**config.mk**
```make
export PLATFORM = sky130hd
export DESIGN_NAME = nand_cmd_seq
export DESIGN_NICKNAME = d
export VERILOG_FILES = /design/src/rtl/nand_seq_pkg.sv /design/src/rtl/nand_seq_regs.sv /design/src/rtl/nand_cycle_engine.sv /design/src/rtl/nand_ce_decode.sv /design/src/rtl/nand_cmd_seq.sv
export SDC_FILE = /design/constraint.sdc
export NUM_CORES = 1
export LEC_CHECK = 0
export ABC_AREA = 0
export BUFFER_PORTS_ARGS = -buffer_cell sky130_fd_sc_hd__buf_2
export CAP_MARGIN = 10
export CORE_MARGIN = 1.5
export CORE_UTILIZATION = 53
export DETAILED_ROUTE_END_ITERATION = 10
export PLACE_DENSITY_LB_ADDON = 0.25
export SLEW_MARGIN = 20
export SYNTH_ARGS = -nofsm -noshare
export SYNTH_HDL_FRONTEND = slang
export SYNTH_HIERARCHICAL = 1
export SYNTH_SLANG_ARGS = --single-unit
```
**constraint.sdc**
```tcl
create_clock -name clk -period 2.8 [get_ports clk]
set_clock_uncertainty 0.15 [all_clocks]
set_input_delay 0.84 -clock clk [delete_from_list [all_inputs] [get_ports clk]]
set_output_delay 0.84 -clock clk [all_outputs]
set_load 0.1 [all_outputs]
```
**src/rtl/nand_seq_pkg.sv**
```systemverilog
package nand_seq_pkg;
  localparam int REG_W    = 32;
  localparam int RA_W     = 4;
  localparam int BYTE_W   = 8;
  localparam int CSID_W   = 3;
  localparam int NADDR_W  = 3;
  localparam int MAX_ADDR = 5;
  localparam int AWORD_BYTES = REG_W / BYTE_W;

  // command word field positions
  localparam int CMD1_LSB  = 2;
  localparam int CMD2_LSB  = 10;
  localparam int VCMD2_BIT = 18;
  localparam int NADDR_LSB = 19;
  localparam int CSID_LSB  = 22;
  localparam int DEN_BIT   = 25;
  localparam int DWR_BIT   = 26;
  localparam int BUSY_BIT  = 27;

  // status / mask bit positions
  localparam int ST_ERR  = 8;
  localparam int ST_XFER = 16;
  localparam int ST_CMD  = 17;
  localparam int ST_RB   = 24;

  // register word offsets
  localparam logic [RA_W-1:0] RA_CTRL  = 4'd0;
  localparam logic [RA_W-1:0] RA_STAT  = 4'd1;
  localparam logic [RA_W-1:0] RA_IEN   = 4'd2;
  localparam logic [RA_W-1:0] RA_IDIS  = 4'd3;
  localparam logic [RA_W-1:0] RA_IMASK = 4'd4;
  localparam logic [RA_W-1:0] RA_CYC0  = 4'd5;
  localparam logic [RA_W-1:0] RA_ADDR  = 4'd6;
  localparam logic [RA_W-1:0] RA_CMD   = 4'd7;
  localparam logic [RA_W-1:0] RA_TIME  = 4'd8;

  typedef enum logic [1:0] {PH_IDLE, PH_SETUP, PH_STROBE, PH_HOLD} phase_e;

  typedef struct packed {
    logic [BYTE_W-1:0]  cmd1;
    logic [BYTE_W-1:0]  cmd2;
    logic               vcmd2;
    logic [NADDR_W-1:0] naddr;
    logic [CSID_W-1:0]  csid;
    logic               den;
    logic               dwr;
  } cmd_word_t;

  function automatic cmd_word_t unpack_cmd(input logic [REG_W-1:0] w);
    cmd_word_t c;
    c.cmd1  = w[CMD1_LSB +: BYTE_W];
    c.cmd2  = w[CMD2_LSB +: BYTE_W];
    c.vcmd2 = w[VCMD2_BIT];
    c.naddr = w[NADDR_LSB +: NADDR_W];
    c.csid  = w[CSID_LSB +: CSID_W];
    c.den   = w[DEN_BIT];
    c.dwr   = w[DWR_BIT];
    return c;
  endfunction
endpackage

```
**src/rtl/nand_seq_regs.sv**
```systemverilog
module nand_seq_regs import nand_seq_pkg::*; #(
  parameter int CNT_W      = 4,
  parameter int DEF_STROBE = 2
) (
  input  logic              clk,
  input  logic              rst,
  input  logic              reg_wr,
  input  logic              reg_rd,
  input  logic [RA_W-1:0]   reg_addr,
  input  logic [REG_W-1:0]  reg_wdata,
  output logic [REG_W-1:0]  reg_rdata,
  input  logic              busy,
  input  logic              seq_done,
  input  logic              rb_rise,
  input  logic              xfer_done,
  output logic              en,
  output logic              launch,
  output logic [REG_W-1:0]  cmd_word,
  output logic [REG_W-1:0]  addr_word,
  output logic [BYTE_W-1:0] cyc0,
  output logic [CNT_W-1:0]  strobe_t,
  output logic              err_flag,
  output logic [2:0]        imask,
  output logic              irq
);
  logic [2:0] sts_q;      // {rb, cmd, xfer}
  logic [2:0] ev, set_bits, clr_bits;
  logic       wr_cmd, stat_rd;
  logic [REG_W-1:0] rd_mux, stat_word, mask_word;

  assign wr_cmd   = reg_wr && (reg_addr == RA_CMD);
  assign stat_rd  = reg_rd && (reg_addr == RA_STAT);
  assign launch   = wr_cmd && en && !busy;
  assign cmd_word = reg_wdata;
  assign ev       = {rb_rise, seq_done, xfer_done};
  assign set_bits = (reg_wr && reg_addr == RA_IEN)
                    ? {reg_wdata[ST_RB], reg_wdata[ST_CMD], reg_wdata[ST_XFER]} : 3'b000;
  assign clr_bits = (reg_wr && reg_addr == RA_IDIS)
                    ? {reg_wdata[ST_RB], reg_wdata[ST_CMD], reg_wdata[ST_XFER]} : 3'b000;

  always_comb begin
    stat_word          = '0;
    stat_word[ST_ERR]  = err_flag;
    stat_word[ST_XFER] = sts_q[0];
    stat_word[ST_CMD]  = sts_q[1];
    stat_word[ST_RB]   = sts_q[2];
    mask_word          = '0;
    mask_word[ST_XFER] = imask[0];
    mask_word[ST_CMD]  = imask[1];
    mask_word[ST_RB]   = imask[2];
    rd_mux = '0;
    case (reg_addr)
      RA_CTRL:  rd_mux[0] = en;
      RA_STAT:  rd_mux = stat_word;
      RA_IMASK: rd_mux = mask_word;
      RA_CYC0:  rd_mux[BYTE_W-1:0] = cyc0;
      RA_ADDR:  rd_mux = addr_word;
      RA_CMD:   rd_mux[BUSY_BIT] = busy;
      RA_TIME:  rd_mux[CNT_W-1:0] = strobe_t;
      default:  rd_mux = '0;
    endcase
  end

  always_ff @(posedge clk) begin
    if (rst) begin
      en        <= 1'b0;
      imask     <= '0;
      sts_q     <= '0;
      err_flag  <= 1'b0;
      cyc0      <= '0;
      addr_word <= '0;
      strobe_t  <= CNT_W'(DEF_STROBE);
      reg_rdata <= '0;
      irq       <= 1'b0;
    end else begin
      if (reg_wr && reg_addr == RA_CTRL) begin
        if (reg_wdata[1])      en <= 1'b0;
        else if (reg_wdata[0]) en <= 1'b1;
      end
      if (reg_wr && reg_addr == RA_CYC0) cyc0      <= reg_wdata[BYTE_W-1:0];
      if (reg_wr && reg_addr == RA_ADDR) addr_word <= reg_wdata;
      if (reg_wr && reg_addr == RA_TIME) strobe_t  <= reg_wdata[CNT_W-1:0];
      imask    <= (imask | set_bits) & ~clr_bits;
      // a new event in the same clock as a clearing read survives
      sts_q    <= (stat_rd ? 3'b000 : sts_q) | ev;
      err_flag <= (stat_rd ? 1'b0 : err_flag) | (wr_cmd && busy);
      if (reg_rd) reg_rdata <= rd_mux;
      irq <= |(sts_q & imask);
    end
  end
endmodule

```
**src/rtl/nand_cycle_engine.sv**
```systemverilog
module nand_cycle_engine import nand_seq_pkg::*; #(
  parameter int CNT_W = 4
) (
  input  logic              clk,
  input  logic              rst,
  input  logic              en,
  input  logic              launch,
  input  logic [REG_W-1:0]  cmd_word,
  input  logic [REG_W-1:0]  addr_word,
  input  logic [BYTE_W-1:0] cyc0,
  input  logic [CNT_W-1:0]  strobe_t,
  output logic              busy,
  output logic              done,
  output logic              strobe_low,
  output logic              slot_cle,
  output logic              slot_ale,
  output logic [BYTE_W-1:0] slot_byte,
  output logic [CSID_W-1:0] cs,
  output logic              xfer_req,
  output logic              xfer_wr
);
  localparam int IDX_W = NADDR_W;

  phase_e             phase_q;
  logic [CNT_W-1:0]   cnt_q, width_q;
  logic [IDX_W-1:0]   idx_q, last_q, na_q, na_in, j;
  logic [BYTE_W-1:0]  cmd1_q, cmd2_q, cyc0_q;
  logic [REG_W-1:0]   addr_q;
  logic               den_q, dwr_q;
  logic [1:0]         k;
  logic [BYTE_W-1:0]  abytes [AWORD_BYTES];
  cmd_word_t          cw;
  logic               unused_bits;

  assign cw          = unpack_cmd(cmd_word);
  assign unused_bits = ^{cmd_word[CMD1_LSB-1:0], cmd_word[REG_W-1:BUSY_BIT]};
  assign na_in       = (cw.naddr > IDX_W'(MAX_ADDR)) ? IDX_W'(MAX_ADDR) : cw.naddr;

  for (genvar b = 0; b < AWORD_BYTES; b++) begin : g_abyte
    assign abytes[b] = addr_q[b*BYTE_W +: BYTE_W];
  end

  assign busy       = (phase_q != PH_IDLE);
  assign strobe_low = (phase_q == PH_STROBE);
  assign done       = en && (phase_q == PH_HOLD) && (idx_q == last_q);

  always_comb begin
    slot_cle  = 1'b0;
    slot_ale  = 1'b0;
    slot_byte = cmd1_q;
    j         = idx_q - IDX_W'(1);
    k         = (na_q == IDX_W'(MAX_ADDR)) ? 2'(j - IDX_W'(1)) : 2'(j);
    if (idx_q == '0) begin
      slot_cle = 1'b1;
    end else if (idx_q <= na_q) begin
      slot_ale = 1'b1;
      if (na_q == IDX_W'(MAX_ADDR) && j == '0) slot_byte = cyc0_q;
      else                                      slot_byte = abytes[k];
    end else begin
      slot_cle  = 1'b1;
      slot_byte = cmd2_q;
    end
  end

  always_ff @(posedge clk) begin
    if (rst) begin
      phase_q  <= PH_IDLE;
      cnt_q    <= '0;
      width_q  <= CNT_W'(1);
      idx_q    <= '0;
      last_q   <= '0;
      na_q     <= '0;
      cmd1_q   <= '0;
      cmd2_q   <= '0;
      cyc0_q   <= '0;
      addr_q   <= '0;
      den_q    <= 1'b0;
      dwr_q    <= 1'b0;
      cs       <= '0;
      xfer_req <= 1'b0;
      xfer_wr  <= 1'b0;
    end else begin
      xfer_req <= done && den_q;
      if (done) xfer_wr <= dwr_q;
      if (!en) begin
        phase_q <= PH_IDLE;
      end else begin
        case (phase_q)
          PH_IDLE: if (launch) begin
            phase_q <= PH_SETUP;
            idx_q   <= '0;
            na_q    <= na_in;
            last_q  <= na_in + IDX_W'(cw.vcmd2);
            cmd1_q  <= cw.cmd1;
            cmd2_q  <= cw.cmd2;
            cyc0_q  <= cyc0;
            addr_q  <= addr_word;
            den_q   <= cw.den;
            dwr_q   <= cw.dwr;
            cs      <= cw.csid;
            width_q <= (strobe_t == '0) ? CNT_W'(1) : strobe_t;
          end
          PH_SETUP: begin
            phase_q <= PH_STROBE;
            cnt_q   <= CNT_W'(1);
          end
          PH_STROBE: begin
            if (cnt_q >= width_q) phase_q <= PH_HOLD;
            else                  cnt_q   <= cnt_q + CNT_W'(1);
          end
          PH_HOLD: begin
            if (idx_q == last_q) phase_q <= PH_IDLE;
            else begin
              idx_q   <= idx_q + IDX_W'(1);
              phase_q <= PH_SETUP;
            end
          end
          default: phase_q <= PH_IDLE;
        endcase
      end
    end
  end
endmodule

```
**src/rtl/nand_ce_decode.sv**
```systemverilog
module nand_ce_decode #(
  parameter int NUM_CS = 8,
  parameter int CS_W   = 3
) (
  input  logic              clk,
  input  logic              rst,
  input  logic              active,
  input  logic [CS_W-1:0]   sel,
  output logic [NUM_CS-1:0] ce_n
);
  for (genvar i = 0; i < NUM_CS; i++) begin : g_ce
    always_ff @(posedge clk) begin
      if (rst) ce_n[i] <= 1'b1;
      else     ce_n[i] <= !(active && sel == CS_W'(i));
    end
  end
endmodule

```
**src/rtl/nand_cmd_seq.sv**
```systemverilog
module nand_cmd_seq import nand_seq_pkg::*; #(
  parameter int NUM_CS      = 8,
  parameter int CNT_W       = 4,
  parameter int SYNC_STAGES = 2,
  parameter int DEF_STROBE  = 2
) (
  input  logic              clk,
  input  logic              rst,
  input  logic              reg_wr,
  input  logic              reg_rd,
  input  logic [RA_W-1:0]   reg_addr,
  input  logic [REG_W-1:0]  reg_wdata,
  output logic [REG_W-1:0]  reg_rdata,
  input  logic              xfer_done_i,
  input  logic              nand_rb_i,
  output logic [NUM_CS-1:0] nand_ce_n,
  output logic              nand_cle,
  output logic              nand_ale,
  output logic              nand_we_n,
  output logic [BYTE_W-1:0] nand_io,
  output logic              xfer_req_o,
  output logic              xfer_wr_o,
  output logic              irq_o
);
  localparam int SMSB = SYNC_STAGES - 1;

  logic              eng_en, eng_busy, eng_done, launch, err_flag;
  logic [2:0]        imask;
  logic [REG_W-1:0]  cmd_word, addr_word;
  logic [BYTE_W-1:0] cyc0, slot_byte;
  logic [CNT_W-1:0]  strobe_t;
  logic              strobe_low, slot_cle, slot_ale, act;
  logic [CSID_W-1:0] cs;
  logic [SYNC_STAGES-1:0] rb_sync;
  logic              rb_prev, rb_rise;

  always_ff @(posedge clk) begin
    if (rst) begin
      rb_sync <= '1;
      rb_prev <= 1'b1;
    end else begin
      rb_sync <= {rb_sync[SMSB-1:0], nand_rb_i};
      rb_prev <= rb_sync[SMSB];
    end
  end
  assign rb_rise = rb_sync[SMSB] && !rb_prev;

  nand_seq_regs #(.CNT_W(CNT_W), .DEF_STROBE(DEF_STROBE)) u_regs (
    .clk(clk), .rst(rst), .reg_wr(reg_wr), .reg_rd(reg_rd), .reg_addr(reg_addr),
    .reg_wdata(reg_wdata), .reg_rdata(reg_rdata), .busy(eng_busy), .seq_done(eng_done),
    .rb_rise(rb_rise), .xfer_done(xfer_done_i), .en(eng_en), .launch(launch),
    .cmd_word(cmd_word), .addr_word(addr_word), .cyc0(cyc0), .strobe_t(strobe_t),
    .err_flag(err_flag), .imask(imask), .irq(irq_o)
  );

  nand_cycle_engine #(.CNT_W(CNT_W)) u_eng (
    .clk(clk), .rst(rst), .en(eng_en), .launch(launch), .cmd_word(cmd_word),
    .addr_word(addr_word), .cyc0(cyc0), .strobe_t(strobe_t), .busy(eng_busy),
    .done(eng_done), .strobe_low(strobe_low), .slot_cle(slot_cle), .slot_ale(slot_ale),
    .slot_byte(slot_byte), .cs(cs), .xfer_req(xfer_req_o), .xfer_wr(xfer_wr_o)
  );

  assign act = eng_busy && eng_en;

  nand_ce_decode #(.NUM_CS(NUM_CS), .CS_W(CSID_W)) u_ce (
    .clk(clk), .rst(rst), .active(act), .sel(cs), .ce_n(nand_ce_n)
  );

  always_ff @(posedge clk) begin
    if (rst) begin
      nand_cle  <= 1'b0;
      nand_ale  <= 1'b0;
      nand_we_n <= 1'b1;
      nand_io   <= '0;
    end else begin
      nand_cle  <= act && slot_cle;
      nand_ale  <= act && slot_ale;
      nand_we_n <= !(act && strobe_low);
      nand_io   <= act ? slot_byte : '0;
    end
  end
endmodule

```
Word level (Yosys, flattened, before mapping)
Cells that the tools add are included.
{"block": "word_totals", "regBits": 189, "elab_cells": 171, "output_inout_bits": 54, "input_bits": 42}
{"block": "op_classes", "n_bitwise": 9, "n_eq_ne": 24, "reduce_logical": 57, "n_lt_le_gt_ge": 4, "n_addsub": 5, "mux": 34}
{"operator": "$pmux 19 s3", "count": 1}
{"operator": "$mux 8", "count": 5}
{"operator": "$logic_and 1x1->1", "count": 28}
{"operator": "$mux 3", "count": 6}
{"operator": "$bmux 8 s2", "count": 1}
{"operator": "$eq 4x3->1 const B", "count": 4}
{"operator": "$pmux 4 s2", "count": 2}
{"operator": "$eq 3x3->1 const B", "count": 5}
{"operator": "$mux 4", "count": 3}
{"operator": "$logic_not 1->1", "count": 11}
{"operator": "$logic_not 3->1", "count": 3}
{"operator": "$pmux 3 s3", "count": 1}
{"operator": "$eq 4x2->1 const B", "count": 2}
{"operator": "$logic_not 4->1", "count": 2}
{"operator": "$mux 1", "count": 8}
{"operator": "$pmux 2 s4", "count": 1}
{"operator": "$reduce_bool 2->1", "count": 4}
{"operator": "$and 3x3->3", "count": 2}
{"operator": "$eq 3x2->1 const B", "count": 2}
{"operator": "$mux 2", "count": 3}
{"operator": "$ne 2x2->1 const B", "count": 3}
{"operator": "$or 3x3->3", "count": 2}
{"operator": "$pmux 3 s2", "count": 1}
{"operator": "$reduce_and 3->1", "count": 2}
{"operator": "27 further kinds", "count": 31}

Longest topological paths before layout
Gate-level depths: netlist of run 1.
{"block": "logic_depth", "ltp_word": 10, "mapped_depth": 10, "mapped_depth_nobuf": 9}

By module
Netlist of run 1, hierarchy kept.
{"module": "nand_cycle_engine", "seq_area_each_um2": 1641.6, "area_per_inst_um2": 4175.3, "instances": 1, "cells_each": 544}
{"module": "nand_seq_regs", "seq_area_each_um2": 1701.6, "area_per_inst_um2": 3891.2, "instances": 1, "cells_each": 476}
{"module": "nand_cmd_seq", "seq_area_each_um2": 280.3, "area_per_inst_um2": 446.7, "instances": 1, "cells_each": 33}
{"module": "nand_ce_decode", "seq_area_each_um2": 160.2, "area_per_inst_um2": 241.5, "instances": 1, "cells_each": 21}

Worst setup path before layout of run 1
Ideal clock, no wire load.
{"block": "synth_path", "path_type": "in2reg", "startpoint": "in reg_addr[1]", "endpoint": "reg u_eng.idx_q[1]", "arrival_time_ps": 2596, "path_slack_ps": -74, "required_ps": 2522, "n_path_buf": 2, "path_stages": 9, "setup_time_ps": 128, "path_cell_list": "buf_2 clkbuf_1 nand2_1 nor4b_1 mux2_2 nand2_1 or2_2 a22oi_1 nor2_1"}
{"block": "synth_between", "elab_chain_len": 6}
{"element": "start: declaration", "line": "nand_cmd_seq.sv:11", "rtl": "input logic [RA_W-1:0] reg_addr,"}
{"element": "$eq 4x3->1", "line": "nand_seq_regs.sv:31", "rtl": "assign wr_cmd = reg_wr && (reg_addr == RA_CMD);"}
{"element": "$logic_and 1x1->1", "line": "nand_seq_regs.sv:31"}
{"element": "$logic_and 1x1->1 (2 in a row)", "line": "nand_seq_regs.sv:33", "rtl": "assign launch = wr_cmd && en && !busy;"}
{"element": "net launch", "line": "nand_cmd_seq.sv:27", "rtl": "logic eng_en, eng_busy, eng_done, launch, err_flag;"}
{"element": "$ne 2x2->1 (no source line)"}
{"element": "$reduce_and 4->1 (no source line)"}
{"element": "end signal: assignment", "line": "nand_cycle_engine.sv:114", "rtl": "idx_q <= idx_q + IDX_W'(1);"}
{"element": "end: declaration", "line": "nand_cycle_engine.sv:26", "rtl": "logic [IDX_W-1:0] idx_q, last_q, na_q, na_in, j;"}
The timed path passes the listed nets, and every way through them passes these cells.
A chain may end at the register's enable or synchronous reset.

Worst setup path after layout of run 1
{"block": "layout_path", "startpoint": "reg u_eng.idx_q[1]", "endpoint": "reg nand_io[5]"}
{"block": "layout_between", "elab_chain_len": 10, "word_cells_on_any_way": 14, "cone_classes": "add/sub (2); order compare (1); mux (7); bitwise (1); reduce/logical (3)"}
{"element": "$sub 3x1->3", "line": "nand_cycle_engine.sv:51", "rtl": "j = idx_q - IDX_W'(1);"}
{"element": "$sub 2x1->2", "line": "nand_cycle_engine.sv:52", "rtl": "k = (na_q == IDX_W'(MAX_ADDR)) ? 2'(j - IDX_W'(1)) : 2'(j);"}
{"element": "$mux 2", "line": "nand_cycle_engine.sv:52"}
{"element": "$not 2->3 (implied by the code)", "line": "nand_cycle_engine.sv:58", "rtl": "else slot_byte = abytes[k];"}
{"element": "$bmux 8 s2", "line": "nand_cycle_engine.sv:58"}
{"element": "$mux 8 (implied by the code) (2 in a row)", "line": "nand_cycle_engine.sv:58"}
{"element": "$mux 8", "line": "nand_cycle_engine.sv:57", "rtl": "if (na_q == IDX_W'(MAX_ADDR) && j == '0) slot_byte = cyc0_q;"}
{"element": "$mux 8", "line": "nand_cycle_engine.sv:55", "rtl": "end else if (idx_q <= na_q) begin"}
{"element": "$mux 8 (*)", "line": "nand_cycle_engine.sv:53", "rtl": "if (idx_q == '0) begin"}
{"element": "net slot_byte[5]", "line": "nand_cmd_seq.sv:30", "rtl": "logic [BYTE_W-1:0] cyc0, slot_byte;"}
{"element": "end signal: assignment", "line": "nand_cmd_seq.sv:79", "rtl": "nand_io <= act ? slot_byte : '0;"}
{"element": "end: declaration", "line": "nand_cmd_seq.sv:20", "rtl": "output logic [BYTE_W-1:0] nand_io,"}
Mark *: on every way through the listed nets, which the timed path passes. The rest lies on a longest branch. The select of a mux whose other input is x is not followed.

==> results.md, run 1 <==
* Outcome: complete, no violations
* Syn_nets at 1128
* Setup violators final at 0
* Routed wire per std cell at 17.4 um
* Syn. warnings at 6
* Gp weighted congestion at 0.881
* RSZ-0062 raised after global routing: false
* Antenna diodes at 0
* Iter 0 DRT Violations at ~680
* Routed WL at 23200 um
* Post-route antenna net violation count at 0
* Die width at around 130 um
* Final Hold Fails at 0
* Worst min path class: reg2reg
* Num CTS Buffers at 17
* CTS tree: built
* Layout cell share with drive strength beyond 1 at around 17%
* Gate Count Post-Synth at approximately 1100
* P_leak at 3.64 nW
* Vias per cell at 5.82
* Slowest-stage cell, CP: dfxtp_1
* Starting Density at 54.6%
* Syn-to-layout area delta at 13.0%
* Tcrit/Tclk final at 90.2%
* Number of global-route vias before repair at 6885
* # port buffers at 95
* Die area at 17200 um^2
* R2r startpoint: u_eng/idx_q[1]$_SDFFE_PP0P_
* Global Route Usage Sum at 26.8%
* Clock Latency Late Sink at 430 ps
* Period minus WS final at 2530 ps
* Hold Path Cell Cnt at 1
* # DRC at 0
* I/O pins at 96
* Die Ht at 131 um
* Critical Path Max Stage Delay at 440 ps
* Slew Viols, Final at 0
* Max-cap violation count at 0
* VDD IR-drop max at 462 uV
* Vias at 7757
* Tot Pwr at 5.40 mW
* CTS Buffer Depth at 2
* Worst-case register-to-register setup slack at approximately 270 ps
* Row Count at 46
* H-tree levels at 4
* Hold Path Origin: rb_sync[0]$_SDFF_PP1_
* Critical path launch point type: flip-flop
* Grt ovf at 0
* Slew HR at 43.0%
* Worst-case reg-to-reg path depth at 8
* Delay-heaviest family, CP: simple AND/OR/NAND/NOR gates
* Fmax at 396 MHz
* Crit-path cells: inv_1 > ha_1 > buf_4 > or3_1 > a21oi_1 > nor3_1 > a221o_1 > and4b_1
* First-pass GRT wire length at between 30000 and 40000 um
* Critical path type: reg2reg
* R2r endpoint: nand_io[5]$_SDFF_PP0_
* Crit path capture type: flip-flop
* M3 GR Usage at 4.82%
* CP max FO at 9
* Met2 Usage GRT at 40.7%
* Iteration count of the initial detailed-routing pass at 5
* Clock transition at path regs at 70 ps
* Clk Tree Root Cell: clkbuf_16
* Hold-fix buffers, CTS at 0
* Synthesized area per cell at 8.16 um^2
* Arrival @ worst endpoint at around 2700 ps
* Clock Sink Count at 189
* Nets@finish at roughly 1200
* Core Region at 15900 um^2
* Synthesized area at between 8000 and 9000 um^2
* Antenna violations before repair at 0
* CTS resizes at 0
* Worst path bufs/invs at 2
* Measured slew at the worst slew-check pin at 851 ps
* GRT busiest layer: met2
* Power Density at 549 nW/um^2
* Hold endpoint: rb_sync[1]$_SDFF_PP1_
* Met1 Usage GRT at 38.5%
* Setup_tns at 0 ps
* HPWL Detailed at roughly 16000 um
* Pin count of the biggest net entering global routing at slightly above 80
* Worst path required time at 2980 ps
* Post-CTS setup repair buffer count at 0
-- sequential cells by signal (all words and copies together), names as in the netlist, 4 cells and up --
register / flops
u_regs/reg_rdata: 32
u_eng/addr_q: 32
u_eng/width_q: 4
u_eng/cnt_q: 4
u_regs/cyc0: 8
u_eng/cyc0_q: 8
u_ce/ce_n: 8
nand_io: 8
u_regs/addr_word: 32
u_eng/cmd2_q: 8
u_eng/cmd1_q: 8
u_regs/strobe_t: 4
-- cells in the final DEF, fill, tap and decap left out, types with 17 or more instances in the layout --
| cell type | count |
|---|---|
| nor2b_1 | 20 |
| inv_1 | 19 |
| ha_1 | 19 |
| nor2_1 | 34 |
| buf_2 | 94 |
| buf_4 | 30 |
| and3b_1 | 24 |
| a21oi_1 | 154 |
| nand2_1 | 178 |
| nand4_1 | 17 |
| clkbuf_16 | 17 |
| dfxtp_1 | 189 |
| o21ai_0 | 67 |
| nand3_1 | 73 |
-- routing by layer --
layer / vias up / part of all wire, % / wire [um]
met3: 34 / 5.8 / 1340
met5: - / 0 / 0
met1: 3661 / 46 / 10700
met2: 265 / 46 / 10600
met4: 0 / 2.2 / 516
li1: 3797 / - / -
-- final cells by class --
type                            instances  area, um^2
Fill cell                            1459        6110
Multi-Input combinational cell        747        4300
Sequential cell                       189        3780
Timing Repair Buffer                  130         816
Clock buffer                           21         460
Tap cell                              216         270
Clock inverter                         11         131
Inverter                               19        71.3
-- worst max-delay path by stage --
stage / endpoint / cells after the start / start / slack (ps)
after global placement: u_eng/idx_q[1]$_SDFFE_PP0P_ / 9 / reg_addr[3] / 180
after detailed placement: u_eng/idx_q[1]$_SDFFE_PP0P_ / 9 / reg_addr[3] / 150
after global routing: nand_io[7]$_SDFF_PP0_ / 7 / u_eng/idx_q[0]$_SDFFE_PP0P_ / 170
after CTS: nand_io[5]$_SDFF_PP0_ / 8 / u_eng/idx_q[1]$_SDFFE_PP0P_ / 310
final: nand_io[5]$_SDFF_PP0_ / 8 / u_eng/idx_q[1]$_SDFFE_PP0P_ / 270
after floorplan: u_eng/idx_q[1]$_SDFFE_PP0P_ / 9 / reg_addr[1] / 50
-- where the power goes --
part           internal, mW  total, mW  switching (mW)
clock network          1.38       2.44            1.06
registers              2.70       2.71          0.0114
logic                0.0766      0.252           0.175
-- through the flow --
step | hold slack [ps] | std cells | setup WS (ps) | area, um^2 | utilization (%)
6_report | 253 | 1333 | 274 | 9830 | 61.7
5_1_grt | 271 | 1333 | 172 | 9830 | 61.7
4_1_cts | 254 | 1333 | 309 | 9830 | 61.7
3_5_place_dp | 244 | 1301 | 147 | 9240 | 58.0
3_3_place_gp | 241 | 1301 | 184 | 9240 | 58.0
2_1_floorplan | 233 | 1067 | 48.7 | 8710 | -
No activity file was read; power rests on OpenSTA's default activity.
==> run 2, diff against run 1 <==
Settings changed: ABC_AREA 0 to 1.
==> run 2 against run 1 <==
Against the previous run: via count shrank 5.0%; combinational power grew 55%; setup slack gained 180 ps; synthesized area shrank 5.4%; critical path depth grew 2; design area shrank 5.1%; die area shrank 5.3%; first-iteration DRC count grew 2.5%; critical path type unchanged; critical endpoint is now nand_io[0]$_SDFF_PP0_.
==> results.md, run 2 <==
* Crit-path cells: inv_1 > ha_1 > nand2_1 > o21ai_0 > nand2_1 > o21ai_0 > inv_1 > a21oi_2 > inv_1 > nor2_1 (was inv_1 > ha_1 > buf_4 > or3_1 > a21oi_1 > nor3_1 > a221o_1 > and4b_1)
* Core Region at 15200 um^2 (was 15900 um^2)
* Syn-to-layout area delta at 13.3% (was 13.0%)
* # DRC at 0 (unchanged)
* Crit path top cell by count: inv_1
* Worst-case register-to-register setup slack at 460 ps (was 270 ps)
* FF+latch area at 3780 um^2 (unchanged)
* Num CTS Buffers at 17 (unchanged)
* Syn_nets at 1168 (was 1128)
* Iter 0 DRT Violations at 696 (was 679)
* Antenna violations before repair at 0 (unchanged)
* RSZ-0062 raised after global routing: false (unchanged)
* Fmax at 427 MHz (was 396 MHz)
* R2r endpoint: nand_io[0]$_SDFF_PP0_ (was nand_io[5]$_SDFF_PP0_)
* Routed WL at 21300 um (was 23200 um)
* H-tree levels at 4 (unchanged)
* Clk Tree Root Cell: clkbuf_16 (unchanged)
* Worst path bufs/invs at 3 (was 2)
* Hold endpoint: rb_sync[1]$_SDFF_PP1_ (unchanged)
* R2r startpoint: u_eng/na_q[2]$_SDFFE_PP0P_ (was u_eng/idx_q[1]$_SDFFE_PP0P_)
* Multi-input gate area at 3570 um^2 (was 4300 um^2)
* Starting Density at 54.2% (was 54.6%)
* Hold Path Cell Cnt at 1 (unchanged)
* Tcrit/Tclk final at 83.7% (was 90.2%)
* Clock transition at path regs at 60 ps (was 70 ps)
* Power Density at 599 nW/um^2 (was 549 nW/um^2)
* Synthesized area per cell at 7.44 um^2 (was 8.16 um^2)
* VDD IR-drop max at 439 uV (was 462 uV)
* Gp weighted congestion at 0.877 (was 0.881)
* Hold-fix buffers, CTS at 0 (unchanged)
* Die area at 16300 um^2 (was 17200 um^2)
* Design Area, Final at 9330 um^2 (was 9830 um^2)
* Antenna diodes at 0 (unchanged)
* Period minus WS final at 2340 ps (was 2530 ps)
* Die width at 128 um (was 131 um)
* Setup_tns at 0 ps (unchanged)
* CTS tree: built (unchanged)
* Setup violators final at 0 (unchanged)
* Vias at 7373 (was 7757)
* Row Count at 45 (was 46)
* Worst path required time at 3020 ps (was 2980 ps)
* Post-route antenna net violation count at 0 (unchanged)
* PnR worst setup slack at 456 ps (was 274 ps)
* Slew Viols, Final at 0 (unchanged)
* Die Ht at 128 um (was 131 um)
* Pre-CTS setup slack at 258 ps (was 147 ps)
* Synthesized area at 8230 um^2 (was 8700 um^2)
* Clock Sink Count at 189 (unchanged)
* CTS resizes at 0 (unchanged)
* Pin count of the biggest net entering global routing at 60 (was 82)
* Hold Path Origin: rb_sync[0]$_SDFF_PP1_ (unchanged)
* Delay-heaviest family, CP: compound AO/OA/AOI/OAI gates (was simple AND/OR/NAND/NOR gates)
* Measured slew at the worst slew-check pin at 590 ps (was 851 ps)
* Largest registers: u_eng/addr_q (32), u_regs/addr_word (32), u_regs/reg_rdata (32) (unchanged)
* Slew HR at 60.6% (was 43.0%)
* CP max FO at 15 (was 9)
* Worst-case reg-to-reg path depth at 10 (was 8)
* # port buffers at 95 (unchanged)
* Slowest-stage cell, CP: dfxtp_1 (unchanged)
* Commonest non-fill, non-tap cell in the layout: dfxtp_1 (unchanged)
* Critical path launch point type: flip-flop (unchanged)
* I/O pins at 96 (unchanged)
* HPWL Detailed at 15000 um (was 16200 um)
* Iteration count of the initial detailed-routing pass at 5 (unchanged)
* Crit path capture type: flip-flop (unchanged)
* Grt ovf at 0 (unchanged)
* Clock Latency Late Sink at 430 ps (about the same)
* Outcome: complete, no violations (unchanged)
* Commonest cells after routing, fill and taps aside: 189 x dfxtp_1, 185 x nand2_1, 128 x a21oi_1, 118 x o21ai_0, 113 x nor2_1 (was 189 x dfxtp_1, 178 x nand2_1, 154 x a21oi_1, 94 x buf_2, 73 x nand3_1)
* Vias per cell at 5.41 (was 5.82)
* Critical path type: reg2reg (unchanged)
* CTS Buffer Depth at 2 (unchanged)
* Filler cell count at 1364 (was 1459)
* Post-CTS setup repair buffer count at 0 (unchanged)
* Number of global-route vias before repair at 6434 (was 6885)
* Final Hold Fails at 0 (unchanged)
* Worst min path class: reg2reg (unchanged)
* Global Route Usage Sum at 26.6% (was 26.8%)
* P_leak at 3.84 nW (was 3.64 nW)
* First-pass GRT wire length at 33900 um (was 36800 um)
* Max-cap violation count at 0 (unchanged)
* Nets@finish at 1224 (was 1165)
* Layout cell share with drive strength beyond 1 at 15.3% (was 16.8%)
* Arrival @ worst endpoint at 2560 ps (was 2710 ps)
* Post-placement cell area at 8720 um^2 (was 9240 um^2)
* Critical Path Max Stage Delay at 440 ps (about the same)
* Syn. warnings at 6 (unchanged)
* Routed wire per std cell at 15.6 um (was 17.4 um)
* Gate Count Post-Synth at 1107 (was 1067)
-- run 2: cell type report --
cell class / instances / area share (%)
sequential: 189 / 40.6
multi-input combinational: 721 / 38.3
timing repair buffer: 117 / 7.41
clock buffer: 24 / 5.38
inverter: 117 / 4.72
tap: 188 / 2.52
clock inverter: 8 / 1.14
-- run 2: power breakdown --
part | switching [mW] | internal (mW)
clock | 1.02 | 1.44
sequential | 0.0225 | 2.72
combinational | 0.303 | 0.0879
-- run 2: worst max-delay path by stage --
stage                                     startpoint                           to  slack (ps)  cells past startpoint
final                     u_eng/na_q[2]$_SDFFE_PP0P_        nand_io[0]$_SDFF_PP0_         460                     10
after global routing      u_eng/na_q[2]$_SDFFE_PP0P_        nand_io[1]$_SDFF_PP0_         300                     11
after CTS                 u_eng/na_q[2]$_SDFFE_PP0P_        nand_io[0]$_SDFF_PP0_         510                     10
after detailed placement                 reg_addr[2]  u_eng/idx_q[2]$_SDFFE_PP0P_         260                     11
after global placement                   reg_addr[2]  u_eng/idx_q[2]$_SDFFE_PP0P_         280                     11
after floorplan                          reg_addr[2]  u_eng/idx_q[2]$_SDFFE_PP0P_         420                      9
-- run 2: metrics by stage --
step                hold WS (ps)  instances  util [%]  power (mW)
detailed placement           249       1332      57.3        3.19
global placement             247       1332      57.3        3.19
global route                 273       1364      61.3        5.76
floorplan                    239       1107         -        3.09
CTS                          265       1364      61.3        5.61
finish                       262       1364      61.3        5.59
-- run 2: layer usage --
metal / part of all wire, % / vias up / GRT usage, %
met5: 0 / - / 0
met4: 2.9 / 0 / 11.6
met3: 6.7 / 45 / 4.65
met2: 44 / 255 / 38.6
met1: 47 / 3386 / 38.9
li1: - / 3687 / -
==> run 3, diff against run 2 <==
Settings changed: ABC_AREA 1 to 0, CORE_UTILIZATION 53 to 59.
Clock period 2.8 ns to 2.4 ns, I/O delays scaled along.
==> run 3 against run 2 <==
Against the previous run: core utilization is 8.2 points higher; setup slack lost 320 ps; design area grew 8.0%; critical path depth unchanged; register-to-register slack got worse by 320 ps; combinational power is 20% lower; critical endpoint is now u_eng/idx_q[2]$_SDFFE_PP0P_; largest cell class is now multi-input combinational cells.
==> results.md, run 3 (same netlist as run 1, synthesis figures left out) <==
* Commonest cells after routing, fill and taps aside: 187 x dfxtp_1, 178 x nand2_1, 154 x a21oi_1, 94 x buf_2, 73 x nand3_1 (was 189 x dfxtp_1, 185 x nand2_1, 128 x a21oi_1, 118 x o21ai_0, 113 x nor2_1)
* Antenna violations before repair at 0 (unchanged)
* Pre-CTS setup slack at -95.4 ps (was 258 ps)
* Layout cell share with drive strength beyond 1 at 19.8% (was 15.3%)
* Antenna diodes at 0 (unchanged)
* Period minus WS final at 2260 ps (was 2340 ps)
* Die area at 15500 um^2 (was 16300 um^2)
* Clock Latency Late Sink at 430 ps (about the same)
* CTS tree: built (unchanged)
* GRT busiest layer: met2 (was met1)
* Measured slew at the worst slew-check pin at 529 ps (was 590 ps)
* Design Area, Final at 10100 um^2 (was 9330 um^2)
* PnR worst setup slack at 135 ps (was 456 ps)
* Crit path capture type: flip-flop (unchanged)
* # port buffers at 95 (unchanged)
* Slew HR at 64.5% (was 60.6%)
* HPWL Detailed at 16500 um (was 15000 um)
* Pin count of the biggest net entering global routing at 56 (was 60)
* Met2 Usage GRT at 45.6% (was 38.6%)
* Placed Cells at 1295 (was 1332)
* Worst min path class: reg2reg (unchanged)
* WHS at 263 ps (was 262 ps)
* I/O pins at 96 (unchanged)
* Vias at 7979 (was 7373)
* Critical path type: reg2reg (unchanged)
* Commonest non-fill, non-tap cell in the layout: dfxtp_1 (unchanged)
* Final core occ at 69.5% (was 61.3%)
* Fmax at 442 MHz (was 427 MHz)
* Clock transition at path regs at 70 ps (was 60 ps)
* M3 GR Usage at 5.76% (was 4.65%)
* Met1 Usage GRT at 41.3% (was 38.9%)
* Syn-to-layout area delta at 15.7% (was 13.3%)
* Num CTS Buffers at 17 (unchanged)
* Clock Sink Count at 189 (unchanged)
* Critical path launch point type: flip-flop (unchanged)
* Die Ht at 124 um (was 128 um)
* Filler cell count at 1176 (was 1364)
* # DRC at 0 (unchanged)
* Final Hold Fails at 0 (unchanged)
* Routed wire per std cell at 17.5 um (was 15.6 um)
* Tot Pwr at 6.41 mW (was 5.59 mW)
* Post-route antenna net violation count at 0 (unchanged)
* CTS Buffer Depth at 2 (unchanged)
* Row Count at 44 (was 45)
* First-pass GRT wire length at 37000 um (was 33900 um)
* VDD IR-drop max at 509 uV (was 439 uV)
* Clk Tree Root Cell: clkbuf_16 (unchanged)
* Iter 0 DRT Violations at 687 (was 696)
* Tcrit/Tclk final at 94.4% (was 83.7%)
* Outcome: complete, no violations (unchanged)
* Gp weighted congestion at 0.919 (was 0.877)
* Hold-fix buffers, CTS at 0 (unchanged)
* Setup violators final at 0 (unchanged)
* Arrival @ worst endpoint at 2420 ps (was 2560 ps)
* Routed WL at 23300 um (was 21300 um)
* Post-placement cell area at 9420 um^2 (was 8720 um^2)
* Grt ovf at 0 (unchanged)
* Worst path required time at 2560 ps (was 3020 ps)
* CP max FO at 53 (was 15)
* Nets@finish at 1193 (was 1224)
* Die width at 124 um (was 128 um)
* Iteration count of the initial detailed-routing pass at 5 (unchanged)
* Finished Layout Cells at 1328 (was 1364)
* Max-cap violation count at 0 (unchanged)
* Global Route Usage Sum at 29.7% (was 26.6%)
* Number of global-route vias before repair at 7265 (was 6434)
* Vias per cell at 6.01 (was 5.41)
* P_leak at 3.81 nW (was 3.84 nW)
* RSZ-0062 raised after global routing: false (unchanged)
* Setup_tns at 0 ps (unchanged)
* Core Region at 14500 um^2 (was 15200 um^2)
* Slew Viols, Final at 0 (unchanged)
* Largest registers: u_eng/addr_q (32), u_regs/addr_word (32), u_regs/reg_rdata (32) (unchanged)
* Power Density at 636 nW/um^2 (was 599 nW/um^2)
* H-tree levels at 4 (unchanged)
* Starting Density at 60.1% (was 54.2%)
run 3: cell count changes in the layout (fill, tap and decap cells not counted), sizes merged, moves of 20 or more:
cell,change
inv,-92
nor2,-84
o21ai,-56
buf,+41
nand3,-29
and3b,+24
nor2b,+22
a21oi,+20
run 3: critical path, stage by stage, from the launching register on:
cell and delay [ps]:
dfxtp_2 350, inv_2 80, ha_2 200, inv_2 70, nor4b_4 400, buf_4 190, buf_4 100, nand3_2 120
buf_12 220, nor2_1 150, nor3_1 70
run 3: routing by layer:
metal | wire length [um] | up-vias
li1 | - | 3843
met1 | 10200 | 3781
met2 | 10700 | 311
met3 | 1800 | 44
met4 | 605 | 0
met5 | 0 | -
run 3: report_power, final:
group	leakage (nW)	internal (mW)	total [mW]	switching, mW
registers	1.53	3.15	3.16	0.0131
clock network	0.298	1.71	2.93	1.23
logic	1.98	0.103	0.311	0.208
run 3: worst paths after layout:
kind / from / end / slack (ps) / cells after the start
max: u_eng/phase_q[0]$_SDFFE_PP0P_ / u_eng/idx_q[2]$_SDFFE_PP0P_ / 140 / 10
min: rb_sync[0]$_SDFF_PP1_ / rb_sync[1]$_SDFF_PP1_ / 260 / 1
max reg2reg: u_eng/phase_q[0]$_SDFFE_PP0P_ / u_eng/idx_q[2]$_SDFFE_PP0P_ / 140 / 10
min reg2reg: rb_sync[0]$_SDFF_PP1_ / rb_sync[1]$_SDFF_PP1_ / 260 / 1
run 3: repair_timing:
action / in CTS / in global routing
resized for setup: 0 / 10
setup buffers: 0 / 2
setup endpoints to repair: 0 / 11
run 3: layout make-up:
type / instances / area, um^2 / share of cell area [%]
clock buffer: 20 / 457 / 4.54
timing repair buffer: 158 / 1040 / 10.3
clock inverter: 11 / 155 / 1.54
inverter: 19 / 71.3 / 0.708
multi-input combinational: 747 / 4330 / 43.0
tap: 184 / 230 / 2.29
sequential: 189 / 3790 / 37.6
